## config.mk

```make
export PLATFORM = sky130hd
export DESIGN_NAME = colptr_seq
export DESIGN_NICKNAME = d
export VERILOG_FILES = /design/src/rtl/colptr_pkg.sv /design/src/rtl/colptr_region.sv /design/src/rtl/colptr_counter.sv /design/src/rtl/colptr_seq.sv
export SDC_FILE = /design/constraint.sdc
export NUM_CORES = 1
export LEC_CHECK = 0
export BUFFER_PORTS_ARGS = -buffer_cell sky130_fd_sc_hd__buf_2
export CORE_UTILIZATION = 50
export DETAILED_ROUTE_END_ITERATION = 10
export PLACE_DENSITY = 0.82
export SLEW_MARGIN = 20
export SYNTH_ARGS = -nofsm -noshare
export SYNTH_HDL_FRONTEND = slang
export SYNTH_SLANG_ARGS = --single-unit
```

## constraint.sdc

```tcl
create_clock -name clk -period 4.9 [get_ports clk]
set_input_delay 0.98 -clock clk [delete_from_list [all_inputs] [get_ports clk]]
set_output_delay 0.98 -clock clk [all_outputs]
set_load 0.01 [all_outputs]
```

## src/rtl/colptr_pkg.sv

```systemverilog
package colptr_pkg;
  typedef enum logic [1:0] {
    RGN_LOW   = 2'd0,
    RGN_HIGH  = 2'd1,
    RGN_SPARE = 2'd2
  } rgn_e;

  // command codes decoded by the region selector
  localparam logic [7:0] CODE_LOW   = 8'h00;
  localparam logic [7:0] CODE_HIGH  = 8'h01;
  localparam logic [7:0] CODE_SPARE = 8'h50;
endpackage

```

## src/rtl/colptr_region.sv

```systemverilog
module colptr_region
  import colptr_pkg::*;
(
  input  logic       clk,
  input  logic       rst,
  input  logic       cmd_stb,
  input  logic [7:0] cmd_code,
  input  logic       op_end,
  input  logic       spare_dis,
  output rgn_e       rgn_o
);
  rgn_e lasting_q;
  logic high_once_q;

  always_ff @(posedge clk) begin
    if (rst) begin
      lasting_q   <= RGN_LOW;
      high_once_q <= 1'b0;
    end else begin
      if (cmd_stb) begin
        unique case (cmd_code)
          CODE_LOW: begin
            lasting_q   <= RGN_LOW;
            high_once_q <= 1'b0;
          end
          CODE_HIGH: high_once_q <= 1'b1;
          CODE_SPARE: begin
            if (!spare_dis) begin
              lasting_q   <= RGN_SPARE;
              high_once_q <= 1'b0;
            end
          end
          default: ;
        endcase
      end else if (op_end) begin
        high_once_q <= 1'b0;
      end
    end
  end

  assign rgn_o = high_once_q ? RGN_HIGH : lasting_q;
endmodule

```

## src/rtl/colptr_counter.sv

```systemverilog
module colptr_counter
  import colptr_pkg::*;
#(
  parameter int MAIN_BYTES    = 512,
  parameter int SPARE_BYTES   = 16,
  parameter int PAGES_PER_BLK = 16,
  parameter int BYTE_W        = 8,
  localparam int COL_W   = $clog2(MAIN_BYTES + SPARE_BYTES),
  localparam int HALF    = MAIN_BYTES / 2,
  localparam int SPARE_W = $clog2(SPARE_BYTES),
  localparam int PG_W    = $clog2(PAGES_PER_BLK)
) (
  input  logic              clk,
  input  logic              rst,
  input  rgn_e              rgn,
  input  logic              addr_stb,
  input  logic [BYTE_W-1:0] addr_byte,
  input  logic              step_stb,
  input  logic              spare_dis,
  input  logic              seq_en,
  input  logic [PG_W-1:0]   page_idx,
  output logic [COL_W-1:0]  col_o,
  output logic              eop_o,
  output logic              next_page_o
);
  logic [COL_W-1:0] base_col, start_col, last_col;
  logic             can_advance;

  always_comb begin
    unique case (rgn)
      RGN_HIGH:  base_col = COL_W'(HALF);
      RGN_SPARE: base_col = COL_W'(MAIN_BYTES);
      default:   base_col = '0;
    endcase
    if (rgn == RGN_SPARE)
      start_col = base_col + COL_W'(addr_byte[SPARE_W-1:0]);
    else
      start_col = base_col + COL_W'(addr_byte);
    last_col    = spare_dis ? COL_W'(MAIN_BYTES - 1)
                            : COL_W'(MAIN_BYTES + SPARE_BYTES - 1);
    can_advance = seq_en && (page_idx != PG_W'(PAGES_PER_BLK - 1));
  end

  always_ff @(posedge clk) begin
    if (rst) begin
      col_o       <= '0;
      eop_o       <= 1'b0;
      next_page_o <= 1'b0;
    end else begin
      next_page_o <= 1'b0;
      if (addr_stb) begin
        col_o <= start_col;
        eop_o <= 1'b0;
      end else if (step_stb && !eop_o) begin
        if (col_o < last_col) begin
          col_o <= col_o + COL_W'(1);
        end else if (can_advance) begin
          col_o       <= base_col;
          next_page_o <= 1'b1;
        end else begin
          eop_o <= 1'b1;
        end
      end
    end
  end
endmodule

```

## src/rtl/colptr_seq.sv

```systemverilog
module colptr_seq
  import colptr_pkg::*;
#(
  parameter int MAIN_BYTES    = 512,
  parameter int SPARE_BYTES   = 16,
  parameter int PAGES_PER_BLK = 16,
  parameter int BYTE_W        = 8,
  localparam int COL_W = $clog2(MAIN_BYTES + SPARE_BYTES),
  localparam int PG_W  = $clog2(PAGES_PER_BLK)
) (
  input  logic              clk,
  input  logic              rst,
  input  logic              cmd_stb,
  input  logic [7:0]        cmd_code,
  input  logic              addr_stb,
  input  logic [BYTE_W-1:0] addr_byte,
  input  logic              step_stb,
  input  logic              spare_dis,
  input  logic              op_end,
  input  logic              seq_en,
  input  logic [PG_W-1:0]   page_idx,
  output logic [COL_W-1:0]  col_o,
  output logic              eop_o,
  output logic              next_page_o
);
  rgn_e rgn;

  colptr_region u_region (
    .clk       (clk),
    .rst       (rst),
    .cmd_stb   (cmd_stb),
    .cmd_code  (cmd_code),
    .op_end    (op_end),
    .spare_dis (spare_dis),
    .rgn_o     (rgn)
  );

  colptr_counter #(
    .MAIN_BYTES    (MAIN_BYTES),
    .SPARE_BYTES   (SPARE_BYTES),
    .PAGES_PER_BLK (PAGES_PER_BLK),
    .BYTE_W        (BYTE_W)
  ) u_counter (
    .clk         (clk),
    .rst         (rst),
    .rgn         (rgn),
    .addr_stb    (addr_stb),
    .addr_byte   (addr_byte),
    .step_stb    (step_stb),
    .spare_dis   (spare_dis),
    .seq_en      (seq_en),
    .page_idx    (page_idx),
    .col_o       (col_o),
    .eop_o       (eop_o),
    .next_page_o (next_page_o)
  );
endmodule

```

==> impl_metrics.py, run 1 <==
metrics = {
    "synth": {
        "synthCells": 129,
        "synth_warnings": 0,
        "synth_xor_area_share_pct": 0,
        "synth_area_sq_mm": 0.00109,
        "synth-compound-area-share_pct": 40.5,
        "synth-simple-area-share_pct": 21.3,
        "avgSynthCellArea_sq_um": 8.46,
        "async_flop_share_pct": 0,
        "synth_ff_type": "dfxtp_1",
        "ys_types": 46,
        "synth-edff-count": 0,
        "ys_seq_area_share_pct": 25.7,
        "syn_nets": 164,
        "synth_fa_ha_area_share_pct": 8.03,
        "synthMuxAreaShare_pct": 1.03,
        "synth_top_family_by_area": "compound AO/OA/AOI/OAI gates",
        "ys_seq_elements": 14,
    },
    "timing": {
        "slew_headroom_pct": 49.8,
        "clock_skew_ns": 0.00689,
        "slew_viol_final": 0,
        "timing.fmax_mhz": 330,
        "rsz0062_at_grt": "no",
        "tns_ns": 0,
        "worst_slew_pin_slew_ns": 0.745,
        "hold_viol": 0,
        "period_share_pct": 61.9,
        "finalCriticalPeriod_ns": 3.03,
        "worst_slack_ns": 1.87,
        "setup_viol": 0,
    },
    "status": {
        "outcome": "completed",
    },
    "job": {
        "maxCapViolations": 0,
    },
    "clock_network": {
        "tritoncts": "built",
        "ctsHtreeMaxLevel": 1,
        "root_buffer": "clkbuf_4",
        "clk_latency_ns": 0.29,
        "cts_sinks": 14,
        "postCtsSetupRepairBufs": 0,
        "clk_pin_slew_ns": 0.09,
        "cts_buffer_depth": 2,
        "cts_buffers": 3,
        "cts-hold-fix-buffers": 0,
        "post_cts_resized": 0,
    },
    "power": {
        "p_leak_nw": 0.611,
        "power_uw": 264,
        "power_density_mw_per_mm2": 198,
        "peakVddDrop_mv": 0.224,
    },
    "setup_path": {
        "critPathTopFamily": "compound AO/OA/AOI/OAI gates",
        "arrival_ns": 3.22,
        "cpPeakStageDelay_ns": 0.42,
        "r2r-start": "u_counter.col_o[5]",
        "start_kind": "primary input",
        "worst-setup-path-type": "primary input to register",
        "end_kind": "register",
        "crit_start": "spare_dis",
        "path_cells": "buf_2 > inv_1 > ha_1 > a21o_4 > a311o_4 > a211oi_4 > mux2_1 > a22o_1",
        "slowest_stage": "a311o_4",
        "crit_required_ns": 5.09,
        "path_buf_inv": 2,
        "crit_fanout": 7,
    },
    "min_path": {
        "hold_start": "u_region.lasting_q[1]",
        "min_path_type": "register to register",
    },
    "floorplan": {
        "die_height_um": 48.7,
        "die_w_um": 48.7,
        "rows": 16,
        "core_sq_mm": 0.00200,
        "start_util_pct": 54.5,
        "ios": 40,
        "die_area_sq_mm": 0.00237,
    },
    "placement": {
        "place_hpwl_um": 2410,
        "placed_cell_area_sq_mm": 0.00131,
        "dp_slack_ns": 1.60,
        "gp_congestion": 0.875,
        "portBuffers": 39,
    },
    "cells_and_area": {
        "area_growth_pct": 22.4,
        "mostFrequentLayoutCell": "buf_2",
        "antenna_cells": 0,
        "drive_gt1_share_pct": 30.2,
        "fin_area_sq_mm": 0.00134,
        "final_cell_mix": "buf_2, dfxtp_1, a21oi_1",
        "fin_nets": 206,
    },
    "grt": {
        "grt_pass1_wl_um": 5260,
        "grt_overflow": 0,
        "grt_max_degree": 14,
        "first_global_vias": 1223,
        "grt_usage_pct": 28.5,
        "grt_antenna_before_repair": 0,
    },
    "detailed_routing": {
        "first_pass_iters": 4,
        "drc_errors": 0,
        "ant_nets": 0,
        "drt-vias-per-instance": 6.37,
        "vias": 1249,
        "avgRoutedWirePerCell_um": 15.8,
        "drt_iter0_drc": 39,
        "wl_um": 3090,
    },
}
routing by layer:
layer / share of wire (%) / global-route usage [%] / vias up
met3: 6.9 / 5.35 / 10
li1: - / - / 597
met5: 0 / 0 / -
met4: 3.1 / 14.7 / 0
met2: 48 / 49.3 / 65
met1: 42 / 33.3 / 577
worst paths after layout:
path	endpoint	slack (ns)	depth (start not counted)
hold reg to reg	u_region.lasting_q[1]	0.53	2
setup reg to reg	u_counter.col_o[9]	2.36	6
setup / recovery	u_counter.col_o[9]	1.87	8
hold / removal	u_region.lasting_q[1]	0.53	2
Yosys cell counts (2+ instances only):
master,count,share of area [%]
nand2_1,8,2.8
o211ai_1,2,1.4
a31oi_1,3,1.7
a211oi_1,6,4.1
a22oi_1,2,1.4
o211a_1,2,1.8
and2_1,2,1.1
nor3_1,4,1.8
dfxtp_1,14,26
o21a_1,3,2.1
and3_1,2,1.1
o22ai_1,2,1.1
o2111ai_1,3,2.4
inv_1,8,2.8
ha_1,7,8.0
nor2b_1,4,2.3
a21oi_1,10,4.6
nand3_1,3,1.4
clkbuf_1,2,0.69
nor2_1,8,2.8
nor4_1,3,1.7
nand4_1,3,1.7
a22o_1,5,4.0
power breakdown:
group | switching (mW) | leakage [nW] | total, mW | internal (mW)
registers | 0.00686 | 0.114 | 0.125 | 0.119
logic | 0.0383 | 0.483 | 0.0678 | 0.0295
clock network | 0.0423 | 0.0138 | 0.0709 | 0.0286
through the flow:
step                cells  hold slack, ns  utilization, %
floorplan             129           0.490               -
global placement      193           0.501            65.6
detailed placement    193           0.509            65.6
CTS                   196           0.521            66.7
global route          196           0.552            66.7
finish                196           0.528            66.7
area by class of cell:
| type | count | area, sq um |
|---|---|---|
| sequential | 14 | 280 |
| tap | 27 | 33.8 |
| timing repair buffer | 39 | 195 |
| clock buffer | 3 | 22.5 |
| multi-input combinational | 105 | 773 |
| inverter | 8 | 30.0 |
| fill | 187 | 667 |
flip-flops by register name (all words and copies together) (netlist names):
signal and flops:
u_counter.col_o 10, u_region.high_once_q 1, u_region.lasting_q 1, u_counter.eop_o 1
u_counter.next_page_o 1
cell families (layout without fill, tap and decap cells):
family          after synthesis  count (layout)
fa+ha+maj                     7               7
simple gates                 43              43
flops                        14              14
compound gates               54              54
buf+inv                      10              50
mux                           1               1
worst register-to-register path: cells and delay by family, from the launching register on:
| kind | cells | cell delay (ns) |
|---|---|---|
| muxes | 1 | 0.37 |
| DFF | 1 | 0.46 |
| AOI/OAI and AO/OA | 4 | 1.29 |
| adders and majority gates | 1 | 0.33 |
(Power assumes the default switching activity.)
==> run 2, diff against run 1 <==
--- a/config.mk
+++ b/config.mk
@@ -5,10 +5,11 @@
 export SDC_FILE = /design/constraint.sdc
 export NUM_CORES = 1
 export LEC_CHECK = 0
+export ABC_AREA = 1
 export BUFFER_PORTS_ARGS = -buffer_cell sky130_fd_sc_hd__buf_2
 export CORE_UTILIZATION = 50
 export DETAILED_ROUTE_END_ITERATION = 10
-export PLACE_DENSITY = 0.82
+export PLACE_DENSITY = 0.81
 export SLEW_MARGIN = 20
 export SYNTH_ARGS = -nofsm -noshare
 export SYNTH_HDL_FRONTEND = slang
==> constraint.sdc (replaced) <==
create_clock -name clk -period 3.1 [get_ports clk]
set_input_delay 0.62 -clock clk [delete_from_list [all_inputs] [get_ports clk]]
set_output_delay 0.62 -clock clk [all_outputs]
set_load 0.01 [all_outputs]
==> impl_metrics.py, run 2 <==
metrics = {
    "status": {
        "outcome": "completed",
    },
    "clock_network": {
        "cts_buffers": 3,
        "post_cts_resized": 0,
        "tritoncts": "built",
        "postCtsSetupRepairBufs": 0,
        "cts_sinks": 14,
        "clk_latency_ns": 0.28,
        "root_buffer": "clkbuf_4",
        "clk_pin_slew_ns": 0.09,
        "ctsHtreeMaxLevel": 1,
        "cts-hold-fix-buffers": 0,
        "cts_buffer_depth": 2,
    },
    "detailed_routing": {
        "highest_layer": "met4",
        "vias": 1286,
        "drc_errors": 0,
        "met3_length_um": 151,
        "first_pass_iters": 4,
        "wl_um": 2630,
        "wl_met2_um": 1250,
        "drt_iter0_drc": 21,
        "avgRoutedWirePerCell_um": 9.72,
        "wirelength_met1_um": 1210,
        "drt-vias-per-instance": 4.76,
        "ant_nets": 0,
    },
    "setup_path": {
        "path_cells": "buf_2 > inv_1 > ha_1 > nand2_1 > inv_1 > nand2_1 > and2_1 > nand3_1 > inv_1 > nand2_1 > nand2_1 > nor2_1 > nor2_1",
        "cpPeakStageDelay_ns": 0.27,
        "r2r-start": "u_counter.col_o[7]",
        "arrival_ns": 2.20,
        "critPathTopFamily": "simple AND/OR/NAND/NOR gates",
        "crit_required_ns": 3.33,
        "crit_fanout": 9,
        "slowest_stage": "ha_1",
        "start_kind": "primary input",
        "crit_start": "spare_dis",
        "path_buf_inv": 4,
        "crit_path_frequent_cell": "nand2_1",
        "end_kind": "register",
        "worst-setup-path-type": "primary input to register",
    },
    "synth": {
        "synthTopCellsByCount": "nand2_1, inv_1, nor2_1",
        "synth_warnings": 0,
        "yosysMostFrequentCell": "nand2_1",
        "synthCells": 202,
        "ys_types": 22,
        "synthDominantCellAreaShare_pct": 24.1,
        "synth_ff_type": "dfxtp_1",
        "ys_seq_area_share_pct": 24.1,
        "ys_seq_elements": 14,
        "syn_nets": 237,
        "synth.area.top_cells": "dfxtp_1, nand2_1, inv_1, nor2_1, ha_1",
        "synth_area_sq_mm": 0.00116,
        "synth-edff-count": 0,
        "async_flop_share_pct": 0,
        "synth_largest_area_cell": "dfxtp_1",
        "avgSynthCellArea_sq_um": 5.77,
    },
    "cells_and_area": {
        "layout.cells.non_filler": 270,
        "antenna_cells": 0,
        "fin_nets": 278,
        "drive_gt1_share_pct": 20.2,
        "mostFrequentLayoutCell": "nand2_1",
        "area_growth_pct": 20.8,
        "regMostFlops": "u_counter.col_o",
        "largest_register_ffs": 10,
        "final_cell_mix": "nand2_1, buf_2, inv_1, nor2_1, dfxtp_1",
    },
    "floorplan": {
        "core_sq_mm": 0.00221,
        "die_w_um": 50.3,
        "rows": 17,
        "start_util_pct": 52.7,
        "die_area_sq_mm": 0.00253,
        "die_height_um": 50.3,
        "ios": 40,
    },
    "timing": {
        "clock_skew_ns": 0.00656,
        "timing.fmax_mhz": 507,
        "tns_ns": 0,
        "hold_slack_ns": 0.463,
        "setup_viol": 0,
        "slew_headroom_pct": 71.0,
        "hold_viol": 0,
        "slew_viol_final": 0,
        "period_share_pct": 63.6,
        "finalCriticalPeriod_ns": 1.97,
        "worst_slew_pin_slew_ns": 0.435,
        "rsz0062_at_grt": "no",
    },
    "power": {
        "power_density_mw_per_mm2": 354,
        "p_leak_nw": 0.806,
        "peakVddDrop_mv": 0.245,
    },
    "min_path": {
        "hold_start": "u_region.lasting_q[1]",
        "min_path_type": "register to register",
    },
    "placement": {
        "place_hpwl_um": 2030,
        "gp_congestion": 0.785,
        "portBuffers": 39,
        "post-place-cells": 266,
    },
    "grt": {
        "first_global_vias": 1121,
        "grt_usage_pct": 23.2,
        "grt_pass1_wl_um": 4440,
        "grt_overflow": 0,
        "grt_max_degree": 20,
        "grt_antenna_before_repair": 0,
    },
    "job": {
        "maxCapViolations": 0,
    },
}
==> run 2: cell types whose count changed after synthesis, moves of 5 or more <==
| cell | change |
|---|---|
| nand3_1 | +7 |
| nand2_1 | +65 |
| o21ai_0 | +7 |
| a211oi_1 | -6 |
| nor2_1 | +22 |
| a22o_1 | -5 |
| inv_1 | +25 |
| a21oi_1 | -6 |
==> run 2: cells by family after synthesis <==
logic type	Yosys count	synth area share, %
XOR/XNOR	5	3.76
AND/OR/NAND/NOR	126	45.3
buffers and inverters	36	12.7
adder cells (fa/ha/maj)	7	7.52
flip-flops	14	24.1
AO/OA/AOI/OAI	14	6.66
==> run 2: worst register-to-register path, delay by kind of cell (launching register included) <==
family / cells / cell delay (ns)
adders and majority gates: 1 / 0.30
buffers and inverters: 1 / 0.18
DFF: 1 / 0.48
and+or+nand+nor: 9 / 0.84
==> run 2: routing by layer <==
metal	up-vias	global-route usage (%)
met3	2	6.36
met2	34	42.4
met4	0	4.29
li1	703	-
met5	-	0
met1	547	26.5
==> run 2: final timing paths <==
path / end / slack (ns) / depth (start not counted)
worst max-delay path: u_counter.col_o[6] / 1.13 / 13
worst min register to register: u_region.lasting_q[1] / 0.46 / 2
worst max register to register: u_counter.col_o[6] / 1.25 / 11
worst min-delay path: u_region.lasting_q[1] / 0.46 / 2
==> run 2: area by class of cell <==
cell class                      instances  area, sq um
Multi-Input combinational cell        152          737
Inverter                               33          124
Sequential cell                        14          280
Tap cell                               28         35.0
Timing Repair Buffer                   39          195
Fill cell                             231          805
Clock buffer                            4         36.3
==> run 2: per-stage QoR <==
step	worst slack, ns	power (mW)	util, %	area (sq um)
finish	1.13	0.498	63.6	1410
global route	0.916	0.534	63.6	1410
CTS	1.13	0.501	63.6	1410
detailed placement	0.854	0.367	62.0	1370
global placement	0.894	0.365	62.0	1370
floorplan	1.19	0.319	-	1160
==> run 2: report_power, final <==
group	switching, mW	total (mW)	leakage, nW	internal (mW)
Sequential	0.0228	0.216	0.115	0.193
Clock	0.0625	0.134	0.0210	0.0715
Combinational	0.0868	0.148	0.670	0.0613
Total	0.172	0.498	0.806	0.326
